## config.mk

```make
export PLATFORM = sky130hd
export DESIGN_NAME = scl_timeout_mon
export DESIGN_NICKNAME = d
export VERILOG_FILES = /design/src/rtl/scl_tmo_pkg.sv /design/src/rtl/scl_tmo_sync.sv /design/src/rtl/scl_tmo_timer.sv /design/src/rtl/scl_timeout_mon.sv
export SDC_FILE = /design/constraint.sdc
export NUM_CORES = 1
export LEC_CHECK = 0
export ABC_CLOCK_PERIOD_IN_PS = 2630
export BUFFER_PORTS_ARGS = -buffer_cell sky130_fd_sc_hd__buf_2
export CAP_MARGIN = 20
export CORE_UTILIZATION = 38
export CTS_CLUSTER_SIZE = 30
export DETAILED_ROUTE_END_ITERATION = 16
export GPL_TIMING_DRIVEN = 1
export HOLD_SLACK_MARGIN = 0.08
export PLACE_DENSITY = 0.67
export SETUP_SLACK_MARGIN = 0.2
export SLEW_MARGIN = 20
export SYNTH_ARGS = -nofsm -noshare
export SYNTH_HDL_FRONTEND = slang
export SYNTH_SLANG_ARGS = --single-unit
```

## constraint.sdc

```tcl
create_clock -name clk -period 2.63 [get_ports clk]
set_clock_uncertainty 0.2 [all_clocks]
set_input_delay 0.263 -clock clk [delete_from_list [all_inputs] [get_ports clk]]
set_output_delay 0.263 -clock clk [all_outputs]
set_load 0.005 [all_outputs]
```

## src/rtl/scl_tmo_pkg.sv

```systemverilog
package scl_tmo_pkg;
  // Threshold field width and fixed prescale (2**11 = 2048 cycles per tick)
  localparam int TMO_THR_W      = 12;
  localparam int TMO_PRESC_LOG2 = 11;
  localparam int TMO_SYNC_STG   = 2;

  // Which condition the main timer watches
  typedef enum logic {
    WATCH_SCL_LOW  = 1'b0,
    WATCH_BUS_IDLE = 1'b1
  } watch_mode_e;
endpackage

```

## src/rtl/scl_tmo_sync.sv

```systemverilog
module scl_tmo_sync #(
  parameter int             W      = 2,
  parameter int             STAGES = 2,
  parameter logic [W-1:0]   RST_VAL = '1
) (
  input  logic         clk,
  input  logic         rst_n,
  input  logic [W-1:0] din,
  output logic [W-1:0] dout
);
  logic [STAGES-1:0][W-1:0] stg_q;
  logic [STAGES-1:0][W-1:0] stg_d;

  genvar g;
  generate
    for (g = 0; g < STAGES; g++) begin : g_stage
      if (g == 0) begin : g_first
        assign stg_d[g] = din;
      end else begin : g_rest
        assign stg_d[g] = stg_q[g-1];
      end

      always_ff @(posedge clk or negedge rst_n) begin
        if (!rst_n) stg_q[g] <= RST_VAL;
        else        stg_q[g] <= stg_d[g];
      end
    end
  endgenerate

  assign dout = stg_q[STAGES-1];

  // the output is the input delayed by exactly STAGES edges (checked for two stages)
  generate
    if (STAGES == 2) begin : g_lat_chk
      sync_latency_chk: assert property (@(posedge clk) disable iff (!rst_n)
        $past(rst_n, 2) |-> dout == $past(din, 2));
    end
  endgenerate
endmodule

```

## src/rtl/scl_tmo_timer.sv

```systemverilog
module scl_tmo_timer #(
  parameter int THR_W      = 12,
  parameter int PRESC_LOG2 = 11
) (
  input  logic             clk,
  input  logic             rst_n,
  input  logic             run,
  input  logic             restart,
  input  logic [THR_W-1:0] thr,
  output logic             evt
);
  // Low PRESC_LOG2 bits act as the fixed prescaler, upper bits count ticks.
  localparam int CNT_W = THR_W + PRESC_LOG2;

  logic [CNT_W-1:0] cnt_q, cnt_d;
  logic             done_q, done_d;
  logic [CNT_W-1:0] limit;

  assign limit = {thr, {PRESC_LOG2{1'b1}}};

  always_comb begin
    cnt_d  = cnt_q;
    done_d = done_q;
    evt    = 1'b0;
    if (restart) begin
      cnt_d  = '0;
      done_d = 1'b0;
    end else if (run && !done_q) begin
      if (cnt_q == limit) begin
        evt    = 1'b1;
        done_d = 1'b1;
        cnt_d  = '0;
      end else begin
        cnt_d = cnt_q + 1'b1;
      end
    end
  end

  always_ff @(posedge clk or negedge rst_n) begin
    if (!rst_n) begin
      cnt_q  <= '0;
      done_q <= 1'b0;
    end else begin
      cnt_q  <= cnt_d;
      done_q <= done_d;
    end
  end


  single_evt_chk: assert property (@(posedge clk) disable iff (!rst_n)
    evt |=> !evt);


  done_needs_run_chk: assert property (@(posedge clk) disable iff (!rst_n)
    $rose(done_q) |-> $past(run));
endmodule

```

## src/rtl/scl_timeout_mon.sv

```systemverilog
module scl_timeout_mon
  import scl_tmo_pkg::*;
#(
  parameter int THR_W      = TMO_THR_W,
  parameter int PRESC_LOG2 = TMO_PRESC_LOG2
) (
  input  logic             clk,
  input  logic             rst_n,
  input  logic             scl_in,
  input  logic             sda_in,
  input  logic [THR_W-1:0] cfg_thr_main,
  input  logic             cfg_idle_mode,
  input  logic             cfg_main_en,
  input  logic [THR_W-1:0] cfg_thr_ext,
  input  logic             cfg_ext_en,
  input  logic             cfg_irq_en,
  input  logic             flag_clr,
  output logic             tmo_main,
  output logic             tmo_ext,
  output logic             err_irq
);
  logic [1:0]  bus_s;
  logic        scl_s, sda_s;
  logic        sda_d_q;
  logic        stop_det;
  logic        main_cond, main_act;
  logic        ext_run, ext_restart;
  logic        main_evt, ext_evt;
  logic        main_flag_q, main_flag_d;
  logic        ext_flag_q, ext_flag_d;
  watch_mode_e mode;

  // Synchronizers for both bus lines, idle level high
  scl_tmo_sync #(
    .W      (2),
    .STAGES (TMO_SYNC_STG),
    .RST_VAL(2'b11)
  ) u_sync (
    .clk  (clk),
    .rst_n(rst_n),
    .din  ({scl_in, sda_in}),
    .dout (bus_s)
  );

  assign scl_s = bus_s[1];
  assign sda_s = bus_s[0];

  // Previous synchronized SDA for STOP edge detection
  always_ff @(posedge clk or negedge rst_n) begin
    if (!rst_n) sda_d_q <= 1'b1;
    else        sda_d_q <= sda_s;
  end

  assign stop_det = scl_s && sda_s && !sda_d_q;

  // Main timer condition selection
  assign mode = watch_mode_e'(cfg_idle_mode);

  always_comb begin
    case (mode)
      WATCH_BUS_IDLE: main_cond = scl_s && sda_s;
      default:        main_cond = !scl_s;
    endcase
  end

  assign main_act    = cfg_main_en && main_cond;
  assign ext_run     = cfg_ext_en && !scl_s;
  assign ext_restart = !cfg_ext_en || stop_det;

  scl_tmo_timer #(
    .THR_W     (THR_W),
    .PRESC_LOG2(PRESC_LOG2)
  ) u_main_tmr (
    .clk    (clk),
    .rst_n  (rst_n),
    .run    (main_act),
    .restart(!main_act),
    .thr    (cfg_thr_main),
    .evt    (main_evt)
  );

  scl_tmo_timer #(
    .THR_W     (THR_W),
    .PRESC_LOG2(PRESC_LOG2)
  ) u_ext_tmr (
    .clk    (clk),
    .rst_n  (rst_n),
    .run    (ext_run),
    .restart(ext_restart),
    .thr    (cfg_thr_ext),
    .evt    (ext_evt)
  );

  // Sticky flags: a new event wins over a clear in the same cycle
  always_comb begin
    main_flag_d = main_flag_q;
    ext_flag_d  = ext_flag_q;
    if (main_evt)      main_flag_d = 1'b1;
    else if (flag_clr) main_flag_d = 1'b0;
    if (ext_evt)       ext_flag_d  = 1'b1;
    else if (flag_clr) ext_flag_d  = 1'b0;
  end

  always_ff @(posedge clk or negedge rst_n) begin
    if (!rst_n) begin
      main_flag_q <= 1'b0;
      ext_flag_q  <= 1'b0;
    end else begin
      main_flag_q <= main_flag_d;
      ext_flag_q  <= ext_flag_d;
    end
  end

  assign tmo_main = main_flag_q;
  assign tmo_ext  = ext_flag_q;
  assign err_irq  = cfg_irq_en && (main_flag_q || ext_flag_q);


  main_en_chk: assert property (@(posedge clk) disable iff (!rst_n)
    $rose(tmo_main) |-> $past(cfg_main_en));


  scl_mode_chk: assert property (@(posedge clk) disable iff (!rst_n)
    ($rose(tmo_main) && !$past(cfg_idle_mode)) |-> !$past(scl_s));


  idle_mode_chk: assert property (@(posedge clk) disable iff (!rst_n)
    ($rose(tmo_main) && $past(cfg_idle_mode)) |-> $past(scl_s && sda_s));


  ext_low_chk: assert property (@(posedge clk) disable iff (!rst_n)
    $rose(tmo_ext) |-> ($past(cfg_ext_en) && !$past(scl_s)));


  sticky_chk: assert property (@(posedge clk) disable iff (!rst_n)
    (tmo_main && !flag_clr) |=> tmo_main);
endmodule

```

# Word level (Yosys, flattened, before mapping)

Cells that the tools add are included.

Flip-flop bits (word level): 55
Input port bits: 33
Logic and storage cells: 57

Add/subtract/negate cells: 2
Equal/unequal tests: 4
Muxes and demuxes: 22
Reduce and logical (&&, ||, !) cells: 20

Operator list:

| cell                  | number |
|---|---|
| $mux 23               | 6 |
| $add 23x1->23 const B | 2 |
| $eq 23x23->1          | 2 |
| $mux 1                | 16 |
| $reduce_bool 2->1     | 4 |
| $logic_and 1x1->1     | 7 |
| $logic_not 1->1       | 5 |
| $ne 2x2->1 const B    | 2 |
| $reduce_and 2->1      | 2 |
| $logic_or 1x1->1      | 2 |

# Logic depth before layout (Yosys ltp)

Gate-level depths: netlist of the first run.

Word-level depth: 7
Depth in mapped cells: 7
Depth with buffers taken out: 6

# Cells and area by module

Synthesis of the first run repeated with hierarchy kept, for this count alone.

Cell total of the unflattened synthesis: 344
Area, all modules: 3130.5 µm²

By module, submodules not included:

| module          | instances | cells each | area an instance (µm²) | seq. area each (µm²) |
|---|---|---|---|---|
| scl_tmo_timer   | 2         | 163        | 1442.6                 | 600.6 |
| scl_timeout_mon | 1         | 14         | 140.1                  | 76.3 |
| scl_tmo_sync    | 1         | 4          | 105.1                  | 105.1 |

# Worst setup path after synthesis of the first run

OpenSTA, ideal clock, no wires.

Path kind: register to register
Start: reg u_sync.stg_q (netlist bit u_sync.dout[1])
End: reg u_ext_tmr.cnt_q[22]
Library setup time: 121 ps
Data arrival time: 1713 ps
Data required time: 2309 ps
Slack: 595 ps
Stages on the path, launching flop included: 7
Cells stage by stage: dfstp_2 -> nand3b_2 -> a2111o_1 -> buf_2 -> nor4_4 -> xnor2_1 -> nor2_1

Word-level cells in the longest chain between the ends: 4

Ends and longest elaborated chain:

| element                                               | line                                         | source |
|---|---|---|
| start, declared                                       | scl_tmo_sync.sv:11                           | `logic [STAGES-1:0][W-1:0] stg_q;` |
| start signal, assigned by index                       | scl_tmo_sync.sv:25                           | `else stg_q[g] <= stg_d[g];` |
| $logic_and 1x1->1 or $logic_not 1->1 (tied branches)  | scl_timeout_mon.sv:54, scl_timeout_mon.sv:67 |  |
| $logic_and 1x1->1 (on tied branches)                  | scl_timeout_mon.sv:54, scl_timeout_mon.sv:67 |  |
| $logic_or 1x1->1 or $logic_and 1x1->1 (tied branches) | scl_timeout_mon.sv:68, scl_tmo_timer.sv:28   |  |
| $mux 23 or $reduce_bool 2->1 (tied branches)          | --                                           |  |
| end signal, assigned                                  | scl_tmo_timer.sv:44                          | `cnt_q <= cnt_d;` |
| end, declared                                         | scl_tmo_timer.sv:15                          | `logic [CNT_W-1:0] cnt_q, cnt_d;` |

Several ways; a longest one is shown, not always the timed one.
A chain may end at the register's enable or synchronous reset.

# Final worst setup path of the first run

Start: in cfg_ext_en
End: reg u_ext_tmr.cnt_q[22]

Word-level cells in the longest chain between the ends: 3

Ends and longest elaborated chain:

| element                                               | line                                         | source |
|---|---|---|
| start, declared                                       | scl_timeout_mon.sv:15                        | `input logic cfg_ext_en,` |
| $logic_not 1->1 or $logic_and 1x1->1 (tied branches)  | scl_timeout_mon.sv:68, scl_timeout_mon.sv:67 |  |
| $logic_or 1x1->1 or $logic_and 1x1->1 (tied branches) | scl_timeout_mon.sv:68, scl_tmo_timer.sv:28   |  |
| $mux 23 or $reduce_bool 2->1 (tied branches)          | --                                           |  |

Several ways; a longest one is shown, not always the timed one.

==> results of run 1 <==
per-stage QoR:
stage / std cells / cell area [sq um]
after floorplan: 323 / 3102
after global placement: 453 / 3386
after detailed placement: 453 / 3386
after CTS: 466 / 3528
after global routing: 467 / 3560
final: 467 / 3560
layer usage:
metal	vias up	track usage [%]	wire, um
li1	1243	-	-
met1	1240	24.28	3356
met2	63	29.20	3410
met3	7	2.545	294
met4	0	3.776	44
met5	-	0	0
final cells by class:
type                            instances  area share, %
Sequential cell                        55          38.84
Inverter                               10          1.054
Multi-Input combinational cell        247          46.61
Clock buffer                            6          2.039
Clock inverter                          2         0.4921
Tap cell                              102          3.585
Timing Repair Buffer                   45          7.381
report_power, final:
part	internal (mW)	switching, mW	leakage [nW]	total [mW]
logic	0.0485	0.0765	0.780	0.125
clock network	0.192	0.291	0.0454	0.483
registers	0.856	0.00653	0.749	0.862
total	1.10	0.374	1.57	1.47
worst max path at each step:
stage                    startpoint                   end  slack (ns)  depth (start not counted)
2_1_floorplan        u_sync.dout[1]   u_ext_tmr.cnt_q[22]        0.60                          6
3_3_place_gp    u_main_tmr.cnt_q[0]  u_main_tmr.cnt_q[16]        0.24                          6
3_5_place_dp    u_main_tmr.cnt_q[0]  u_main_tmr.cnt_q[16]        0.18                          6
4_1_cts        u_main_tmr.cnt_q[19]   u_main_tmr.cnt_q[7]        0.26                          6
5_1_grt         u_main_tmr.cnt_q[0]   u_main_tmr.cnt_q[7]        0.26                          7
6_report                 cfg_ext_en   u_ext_tmr.cnt_q[22]        0.36                          7
worst register-to-register path, stage by stage, from the launching register on:
cell	delay [ns]
dfrtp_1	0.45
xor2_1	0.21
nor4_2	0.39
a41oi_2	0.29
buf_4	0.27
a21o_1	0.17
a22o_1	0.17
repair_timing:
action | 4_1_cts | 5_1_grt
setup buffers | 0 | 1
pin swaps | 0 | 1
hold buffers | 5 | 0
endpoints found under the setup margin | 4 | 13
resized for setup | 1 | 4
hold endpoints to repair | 55 | 0
flip-flops by register name (all words and copies together) (netlist names):
name and cells:
u_main_tmr.done_q 1, tmo_main 1, u_ext_tmr.cnt_q 23, u_main_tmr.cnt_q 23, tmo_ext 1, u_sync.stg_d 2, u_sync.dout 2, u_ext_tmr.done_q 1
sda_d_q 1
kinds of logic (layout without fill, tap and decap cells):
kind of cell | after synthesis | in the layout | share of synthesized area [%]
buf+inv | 21 | 63 | 2.783
compound gates | 48 | 48 | 12.26
xor+xnor | 48 | 48 | 13.55
flops | 55 | 55 | 44.57
simple gates | 149 | 149 | 26.02
fa+ha+maj | 2 | 2 | 0.8066
synthesized netlist by cell type, types with 2 or more instances:
| cell | instances | area share, % |
|---|---|---|
| a21o_1 | 4 | 0.97 |
| and3_1 | 13 | 2.6 |
| xor2_1 | 34 | 9.6 |
| nand3_1 | 20 | 3.2 |
| o21ai_0 | 3 | 0.48 |
| or3_1 | 2 | 0.40 |
| o22ai_1 | 2 | 0.40 |
| xnor2_1 | 14 | 4.0 |
| a21oi_1 | 5 | 0.81 |
| nand2b_1 | 2 | 0.40 |
| clkbuf_1 | 4 | 0.48 |
| nor4_1 | 10 | 2.0 |
| nor3_1 | 5 | 0.81 |
| nand4_1 | 14 | 2.8 |
| a31oi_1 | 7 | 1.4 |
| o211ai_1 | 2 | 0.48 |
| nand2_1 | 27 | 3.3 |
| nor2_1 | 40 | 4.8 |
| dfrtp_1 | 50 | 40 |
| a22o_1 | 5 | 1.4 |
| o21a_1 | 4 | 0.97 |
| ha_1 | 2 | 0.81 |
| buf_2 | 6 | 0.97 |
| dfstp_2 | 5 | 4.2 |
| inv_1 | 10 | 1.2 |
| and4_1 | 2 | 0.56 |
| nor4_2 | 3 | 1.2 |
| nor3_2 | 2 | 0.65 |
| o31ai_1 | 6 | 1.5 |
==> impl_results.md, run 1 <==
- Hold Crit Class: flip-flop to flip-flop
- Crit path cell chain: dlygate4sd3_1, buf_2, o21a_1, a2111o_1, nor4_4, xnor2_1, nor2_1
- Reg2Reg Setup Slack: 0.37 ns
- Leakage power: 1.575 nW
- P per Cell Area: between 400 and 500 nW/um^2
- CP max stage delay: 0.60 ns
- Clock root cell: clkbuf_8
- Pin count of the biggest net entering global routing: 56
- Vias in the first global route: 2412
- Min cycle time layout: 2.266 ns
- Synth unique cells: a little under 50
- CP Class: input port to flip-flop
- WL/cell: roughly 15 um
- Register area: 1383 sq um
- Antenna Cells: 0
- Fill cells: 762
- Area grow syn2layout: 14.76%
- Top_reg_cell synth: dfrtp_1
- RSZ-0062 raised after global routing: no
- Crit start category: input port
- Port bufs: 35
- Cell Area, Synth: around 3100 sq um
- Worst path top cell family by delay: compound AO/OA/AOI/OAI gates
- Post-Syn Area per Cell: 9.603 sq um
- Worst-case clock buffer depth: 2
- Pwr Total: 1.471 mW
- Vias: 2553
- Worst r2r dst: u_main_tmr.cnt_q[7]
- Antenna violations before repair: 0
- Nature of the critical path endpoint: flip-flop
- Final nets: roughly 400
- # DRC: 0
- Ratio of final minimum period to clock period: between 80% and 90%
- F_max: 0.4413 GHz
- Grt ovf: 0
- Setup violators final: 0
- Die span in y: 92.35 um
- TritonCTS clock tree: yes
- Multi-input combinational cell area: between 1500 and 2000 sq um
- Crit Path Max Fanout: 8
- Slowest stage cell, crit path: a2111o_1
- Final Hold Fails: 0
- Yosys reg bits: 55
- Syn. warnings: 0
- Hold path endpoint: u_sync.dout[0]
- First-pass GRT wire length: between 10000 and 15000 um
- Max Cap Violations: 0
- Vias per inst: 5.467
- Starting Density: 39.73%
- Total negative slack: 0 ns
- Final Max Tran Viols: 0
- Fraction of registers with async set/reset: 100.0%
- Worst endpoint required time: 2.63 ns
- Peak supply drop: about 250 uV
- Placer Congestion: 0.8490
- Hold Startpoint: u_sync.stg_d[2]
- Sequential-to-total area share from yosys stat: about 45%
- R2R depth: 6
- Worst skew pair latency: 0.32 ns
- First-pass DRT Iterations: 4
- Hold WS: 0.1588 ns
- Slew @ Worst Pin: 0.7098 ns
- Total Routing Usage GR: 17.57%
- EDFF count, synth: 0
- Clock sink count: 55
- Ports: 36
- Most frequent cells in the layout: dfrtp_1 (50), nor2_1 (40), buf_2 (35), xor2_1 (34), nand2_1 (27)
- Final Worst Setup Slack: 0.3640 ns
- Num CTS Buffers: 5
- Core Util, Final: a little under half
- Placement Setup Slack: 0.1804 ns
- Reg-to-reg startpoint: u_main_tmr.cnt_q[19]
- Routed WL: 7105 um
- Core Rows: 32
- DRT iter0 DRCs: 165
- Syn nets: between 300 and 400
- Die footprint: around 8500 sq um
- Die X: 92.35 um
- Most common cell after layout, fill and taps aside: dfrtp_1
- Synth Instances: 323
- Post-DRT Antenna Nets: 0
- Core ar.: between 7000 and 8000 sq um
- Fraction of layout cells with a size suffix above 1: about a fifth
- Buf/Inv on CP: 2
- Hold Crit Depth: 0
- Clock transition at the registers of the reported paths: 0.10 ns
- Status: complete, no violations
- Post-DP HPWL: between 5000 and 6000 um
- Rel. slew slack: a little over half
- Arr. time, crit path: 2.27 ns
- H-Tree Depth: 2
(Power assumes the default switching activity.)
==> run 2: changes to the inputs <==
--- a/config.mk
+++ b/config.mk
@@ -5,6 +5,7 @@
 export SDC_FILE = /design/constraint.sdc
 export NUM_CORES = 1
 export LEC_CHECK = 0
+export ABC_AREA = 1
 export ABC_CLOCK_PERIOD_IN_PS = 2630
 export BUFFER_PORTS_ARGS = -buffer_cell sky130_fd_sc_hd__buf_2
 export CAP_MARGIN = 20
==> run 2 against run 1 <==
Compared with the run above:
- the flow now finishes with violations (DRC)
- cell area increased by 9.7%
- hold slack got worse by 0.0045 ns
- highest routed layer unchanged
- largest power group unchanged
- critical endpoint is now u_ext_tmr.cnt_q[18]
- non-clock buffer count decreased by 4
- largest cell class unchanged
- critical path depth increased by 2
- die area increased by 12%
==> impl_results.md, run 2 <==
- Pin count of the biggest net entering global routing: 30
- Max Cap Violations: 0
- Hold Startpoint: cfg_main_en
- Rel. slew slack: a little over half
- Final Hold Fails: 0
- Clock sink count: 55
- Worst-case clock buffer depth: 2
- Die span in y: 97.90 um
- Dominant cell type by area after synthesis: dfrtp_1
- Die footprint: 9583 sq um
- Slew @ Worst Pin: 0.7044 ns
- Met3 GRT Util: 2.720%
- Vias per inst: approximately 4.9
- Fraction of registers with async set/reset: between 90% and 100%
- Met1 Usage GRT: around a fifth
- GRT busiest layer: met2
- H-Tree Depth: 2
- Top_reg_cell synth: dfrtp_1
- Vias in the first global route: 2945
- F_max: between 0.5 and 0.6 GHz
- Top flop regs: u_ext_tmr.cnt_q x23, u_main_tmr.cnt_q x23
- Post-Syn Area per Cell: 7.342 sq um
- Placer Congestion: just over 0.9
- Final nets: approximately 550
- Synth top area share: 35.80%
- Worst endpoint required time: 2.65 ns
- Most common cell after layout, fill and taps aside: nand2_1
- Failing checks: DRC
- Hold Crit Class: input port to flip-flop
- Num CTS Buffers: 5
- Synth Instances: 476
- Worst r2r dst: u_ext_tmr.cnt_q[18]
- Ratio of final minimum period to clock period: between 70% and 80%
- Vias: 3055
- First-pass DRT Iterations: 10
- Syn nets: 511
- Most frequent cell after synthesis: nand2_1
- Synth unique cells: 32
- Arr. time, crit path: 2.01 ns
- Port bufs: 35
- Yosys reg bits: 55
- R2R depth: 9
- Fill cells: 883
- Total negative slack: 0 ns
- Sequential-to-total area share from yosys stat: 39.56%
- Clock transition at the registers of the reported paths: 0.11 ns
- Crit start category: flip-flop
- Reg2Reg Setup Slack: between 0.6 and 0.7 ns
- Pwr Total: 1.550 mW
- Grt ovf: 0
- Final cell count without fillers: 628
- Placement Setup Slack: ~0.66 ns
- Die X: 97.90 um
- Antenna violations before repair: 0
- Total Routing Usage GR: 16.99%
- Most frequent cells in the layout: nand2_1 (150), inv_1 (58), dfrtp_1 (50), nor2_1 (49), buf_2 (35)
- Min cycle time layout: roughly 2.0 ns
- Core ar.: 8806 sq um
- Final Max Tran Viols: 0
- Syn. warnings: 0
- Synth area leaders: dfrtp_1 (36%), nand2_1 (16%), xor2_1 (6.3%), inv_1 (6.2%), nor2_1 (5.3%)
- Crit Path Max Fanout: 15
- Hold path endpoint: u_main_tmr.cnt_q[2]
- CP Class: flip-flop to flip-flop
- Starting Density: 39.68%
- WL/cell: 12.03 um
- Post-DRT Antenna Nets: 0
- Synth top cells by count: nand2_1 (150), inv_1 (58), dfrtp_1 (50), nor2_1 (49), nand3_1 (33)
- Routed WL: around 7600 um
- Setup violators final: 0
- Leakage power: 1.869 nW
- Post-DP HPWL: 5770 um
- Ports: 36
- # DRC: 2
- Antenna Cells: 0
- Reg-to-reg startpoint: u_sync.dout[1]
- Placed cells: 616
- TritonCTS clock tree: yes
- Cell Area, Synth: 3495 sq um
- RSZ-0062 raised after global routing: no
- First-pass GRT wire length: 13250 um
- Fraction of layout cells with a size suffix above 1: 18.27%
- Final Worst Setup Slack: 0.6430 ns
- Clock root cell: clkbuf_8
- Area grow syn2layout: 11.78%
- Hold Crit Depth: 3
- Worst skew pair latency: around 0.32 ns
- DRT iter0 DRCs: 123
- Status: finished with violations
- P per Cell Area: 396.9 nW/um^2
- Core Rows: 34
- Peak supply drop: 238.9 uV
- Nature of the critical path endpoint: flip-flop
- EDFF count, synth: 0
- Global routing usage on met2: 30.23%
## run 2: cell types whose count changed in the layout (fill, tap and decap cells not counted), sizes merged, moves of 6 or more
cell   change
a31oi      -7
and3      -13
inv       +55
nand2    +130
nand3     +14
nor2      +29
nor4      -14
o21ai     +23
o31ai      -6
xor2       -9
## run 2: how the worst max path moves through the flow
stage	start	endpoint	slack (ns)	depth (start not counted)
2_1_floorplan	u_main_tmr.cnt_q[0]	u_main_tmr.cnt_q[12]	0.90	11
3_3_place_gp	u_sync.dout[1]	u_ext_tmr.cnt_q[18]	0.69	9
3_5_place_dp	u_main_tmr.cnt_q[0]	u_main_tmr.cnt_q[17]	0.66	10
4_1_cts	u_main_tmr.cnt_q[0]	u_main_tmr.cnt_q[17]	0.64	10
5_1_grt	u_main_tmr.cnt_q[1]	u_main_tmr.cnt_q[17]	0.53	10
6_report	u_sync.dout[1]	u_ext_tmr.cnt_q[18]	0.64	9
## run 2: cell families (layout without fill, tap and decap cells)
| logic type | after synthesis | after routing | synth area share, % |
|---|---|---|---|
| simple gates | 279 | 279 | 35.59 |
| fa+ha+maj | 2 | 2 | 0.7160 |
| xor+xnor | 34 | 34 | 8.521 |
| compound gates | 37 | 37 | 6.838 |
| flops | 55 | 55 | 39.56 |
| buf+inv | 69 | 113 | 8.772 |
## run 2: final cells by class
type / instances / area, sq um / share of cell area [%]
clock inverters: 3 / 26.28 / 0.6726
flip-flops and latches: 55 / 1383 / 35.39
clock buffers: 5 / 68.82 / 1.762
multi-input cells: 352 / 1805 / 46.22
repair buffers: 41 / 242.7 / 6.214
well taps: 108 / 135.1 / 3.459
inverters: 64 / 245.2 / 6.278
## run 2: power by group
part           switching (mW)  internal (mW)  total [mW]
logic                  0.0951         0.0585       0.154
registers              0.0165          0.868       0.884
clock network           0.315          0.197       0.512
## run 2: metrics by stage
| stage | hold WS, ns | cell area [sq um] | utilization [%] |
|---|---|---|---|
| after floorplan | -0.2326 | 3495 | - |
| after global placement | 0.1458 | 3771 | 42.82 |
| after detailed placement | 0.1472 | 3771 | 42.82 |
| after CTS | 0.1539 | 3906 | 44.36 |
| after global routing | 0.1674 | 3906 | 44.36 |
| final | 0.1543 | 3906 | 44.36 |
## run 2: repair_timing
action                    4_1_cts  5_1_grt
hold endpoints to repair       27        0
gates resized for setup         0        0
hold buffers                    4        0
setup buffers                   0        0
## run 2: worst max-delay path, stage by stage, from the launching register on
cell	delay, ns
dfstp_2	0.57
nand3_1	0.08
nand2_1	0.12
nor2_4	0.07
inv_2	0.24
nand2_1	0.14
nor2_1	0.21
nand3_1	0.11
nand2_1	0.08
nor2_1	0.04
## run 2: per-layer routing
layer / routed length, um / vias to the layer above
li1: - / 1560
met4: 138 / 0
met1: 3456 / 1413
met3: 278 / 16
met5: 0 / -
met2: 3682 / 66
==> run 3: changes to the inputs <==
--- a/config.mk
+++ b/config.mk
@@ -5,8 +5,8 @@
 export SDC_FILE = /design/constraint.sdc
 export NUM_CORES = 1
 export LEC_CHECK = 0
-export ABC_AREA = 1
-export ABC_CLOCK_PERIOD_IN_PS = 2630
+export ABC_AREA = 0
+export ABC_CLOCK_PERIOD_IN_PS = 2050
 export BUFFER_PORTS_ARGS = -buffer_cell sky130_fd_sc_hd__buf_2
 export CAP_MARGIN = 20
 export CORE_UTILIZATION = 38
==> constraint.sdc (replaced) <==
create_clock -name clk -period 2.05 [get_ports clk]
set_clock_uncertainty 0.2 [all_clocks]
set_input_delay 0.205 -clock clk [delete_from_list [all_inputs] [get_ports clk]]
set_output_delay 0.205 -clock clk [all_outputs]
set_load 0.005 [all_outputs]
==> run 3 against run 2 <==
Compared with the run above:
- the run ends with setup timing left
- die area is 11% lower
- sequential cell count stayed put
- clock power is 29% higher
- non-clock buffer count is 78 higher
- core utilization is 16 points higher
- largest power group unchanged
- highest routed layer unchanged
==> impl_results.md, run 3 (synthesis gave the netlist of run 1 again) <==
- Area grow syn2layout: 52.36%
- RSZ-0062 raised after global routing: yes
- Fraction of layout cells with a size suffix above 1: a little under half
- Final Max Tran Viols: 0
- Total negative slack: -2.154 ns
- Core ar.: 7807 sq um
- Hold Crit Class: input port to flip-flop
- Routed WL: 8873 um
- P per Cell Area: 429.2 nW/um^2
- Crit path depth: 7
- # DRC: 0
- Pwr Total: 2.028 mW
- Placer Congestion: 0.8730
- Slowest stage cell, crit path: dfrtp_1
- CP Class: flip-flop to flip-flop
- Status: finished with violations
- Top flop regs: u_ext_tmr.cnt_q x23, u_main_tmr.cnt_q x23
- Psw: 0.5559 mW
- Antenna violations before repair: 0
- Nature of the critical path endpoint: flip-flop
- Crit path cell chain: xor2_2, nor4_2, buf_4, a41oi_4, buf_6, and3_4, a221o_1
- CP max stage delay: 0.45 ns
- Worst-case clock buffer depth: 2
- Hold Crit Depth: 4
- Final Hold Fails: 0
- Num CTS Buffers: 5
- Die X: a little over 90 um
- Core Rows: 32
- Final nets: 473
- Post-route cell area: 4726 sq um
- Pin count of the biggest net entering global routing: 35
- GRT busiest layer: met2
- Clock power share: 32.6%
- DRT iter0 DRCs: 104
- Most frequent cells in the layout: buf_4 (62), dfrtp_1 (49), nor2_1 (39), buf_2 (35), nand2_1 (24)
- Clock sink count: 55
- Max Cap Violations: 0
- Ports: 36
- Post-DRT Antenna Nets: 0
- Worst skew pair latency: between 0.3 and 0.4 ns
- Global routing usage on met2: 36.48%
- Placed cell area: roughly 3900 sq um
- Setup violators final: 37
- Final cell count without fillers: 541
- Total Routing Usage GR: 21.76%
- Comb power frac: 12.8%
- Clock root cell: clkbuf_8
- Switching share of power: 27.41%
- Arr. time, crit path: 2.17 ns
- TritonCTS clock tree: yes
- Fill cells: 616
- R2R depth: 7
- Starting Density: 39.73%
- Worst endpoint required time: 2.07 ns
- P_int: 1.472 mW
- Peak supply drop: 338.6 uV
- Part of the power in registers: a little over half
- Failing checks: setup timing
- Final Worst Setup Slack: -0.1066 ns
- First-pass DRT Iterations: 4
- F_max: 0.4637 GHz
- Vias per inst: 5.429
- Post-DP HPWL: 5528 um
- Worst path top cell family by delay: flip-flops
- Rel. slew slack: roughly half
- Met1 Usage GRT: 27.83%
- WL/cell: 16.40 um
- Placed cells: 499
- Buf/Inv on CP: 2
- Antenna Cells: 0
- Crit Path Max Fanout: 4
- Die span in y: 92.35 um
- Grt ovf: 0
- Vias in the first global route: 2972
- Ratio of final minimum period to clock period: 105.2%
- Vias: 2937
- Crit start category: flip-flop
- Met3 GRT Util: 3.859%
- Leakage power: 2.150 nW
- H-Tree Depth: 2
- Clock transition at the registers of the reported paths: about 0.12 ns
- Slew @ Worst Pin: 0.7597 ns
- Most common cell after layout, fill and taps aside: buf_4
- Port bufs: 35
- Die footprint: 8528 sq um
- First-pass GRT wire length: 14590 um
- Min cycle time layout: 2.157 ns
-- run 3: cell count changes in the layout (fill, tap and decap cells not counted), sizes merged, moves of 6 or more --
| cell | delta |
|---|---|
| nand2 | -130 |
| xor2 | +9 |
| o21ai | -23 |
| buf | +77 |
| nand3 | -14 |
| a31oi | +7 |
| nor4 | +14 |
| inv | -54 |
| and3 | +13 |
| nor2 | -29 |
| o31ai | +6 |
-- run 3: power by group through the flow --
stage	clock (mW)	sequential (mW)	combinational, mW
floorplan	0	1.13	0.0810
global placement	0	1.13	0.187
detailed placement	0	1.13	0.190
CTS	0.673	1.11	0.248
global route	0.717	1.11	0.280
finish	0.662	1.11	0.260
-- run 3: final cells by class --
cell class	count	area, sq um	area share [%]
clock buffer	5	68.82	1.456
clock inverter	3	27.53	0.5825
inverter	10	37.54	0.7943
multi-input combinational	247	2147	45.43
sequential	55	1384	29.28
tap	102	127.6	2.701
timing repair buffer	119	933.4	19.75
-- run 3: final timing paths --
kind                                      startpoint              endpoint  slack (ns)
worst max-delay path            u_main_tmr.cnt_q[13]  u_main_tmr.cnt_q[11]       -0.11
worst min-delay path                     cfg_main_en     u_main_tmr.done_q        0.10
worst max register to register  u_main_tmr.cnt_q[13]  u_main_tmr.cnt_q[11]       -0.11
worst min register to register       u_sync.stg_d[2]        u_sync.dout[0]        0.16
max in group asynchronous                      rst_n  u_main_tmr.cnt_q[10]        0.87
min in group asynchronous                      rst_n   u_ext_tmr.cnt_q[13]        0.18
-- run 3: stage by stage --
stage | util (%) | setup WS [ns] | hold WS (ns)
after global routing | 60.53 | -0.1808 | 0.1252
after floorplan | - | 0.1275 | -0.2906
after global placement | 49.60 | -0.04248 | 0.01330
final | 60.53 | -0.1066 | 0.1050
after CTS | 59.20 | -0.08036 | 0.1041
after detailed placement | 49.60 | -0.09690 | 0.02112
-- run 3: per-layer routing --
layer  routed length [um]  vias to the layer above
met5                    0                        -
met4                  313                        0
met3                  479                       33
met2                 4280                       98
met1                 3800                     1433
li1                     -                     1373
-- run 3: timing repair --
action,CTS,global route
gates cloned,2,0
hold endpoints to repair,34,0
endpoints found under the setup margin,44,47
pin swaps,42,6
resized for setup,71,12
setup buffers,21,6
hold buffers,5,0
-- run 3: worst reg2reg max path, cell delays in order, from the launching register on --
cell and delay, ns:
dfrtp_1 0.45, xor2_2 0.19, nor4_2 0.30, buf_4 0.19, a41oi_4 0.15, buf_6 0.17, and3_4 0.14, a221o_1 0.27
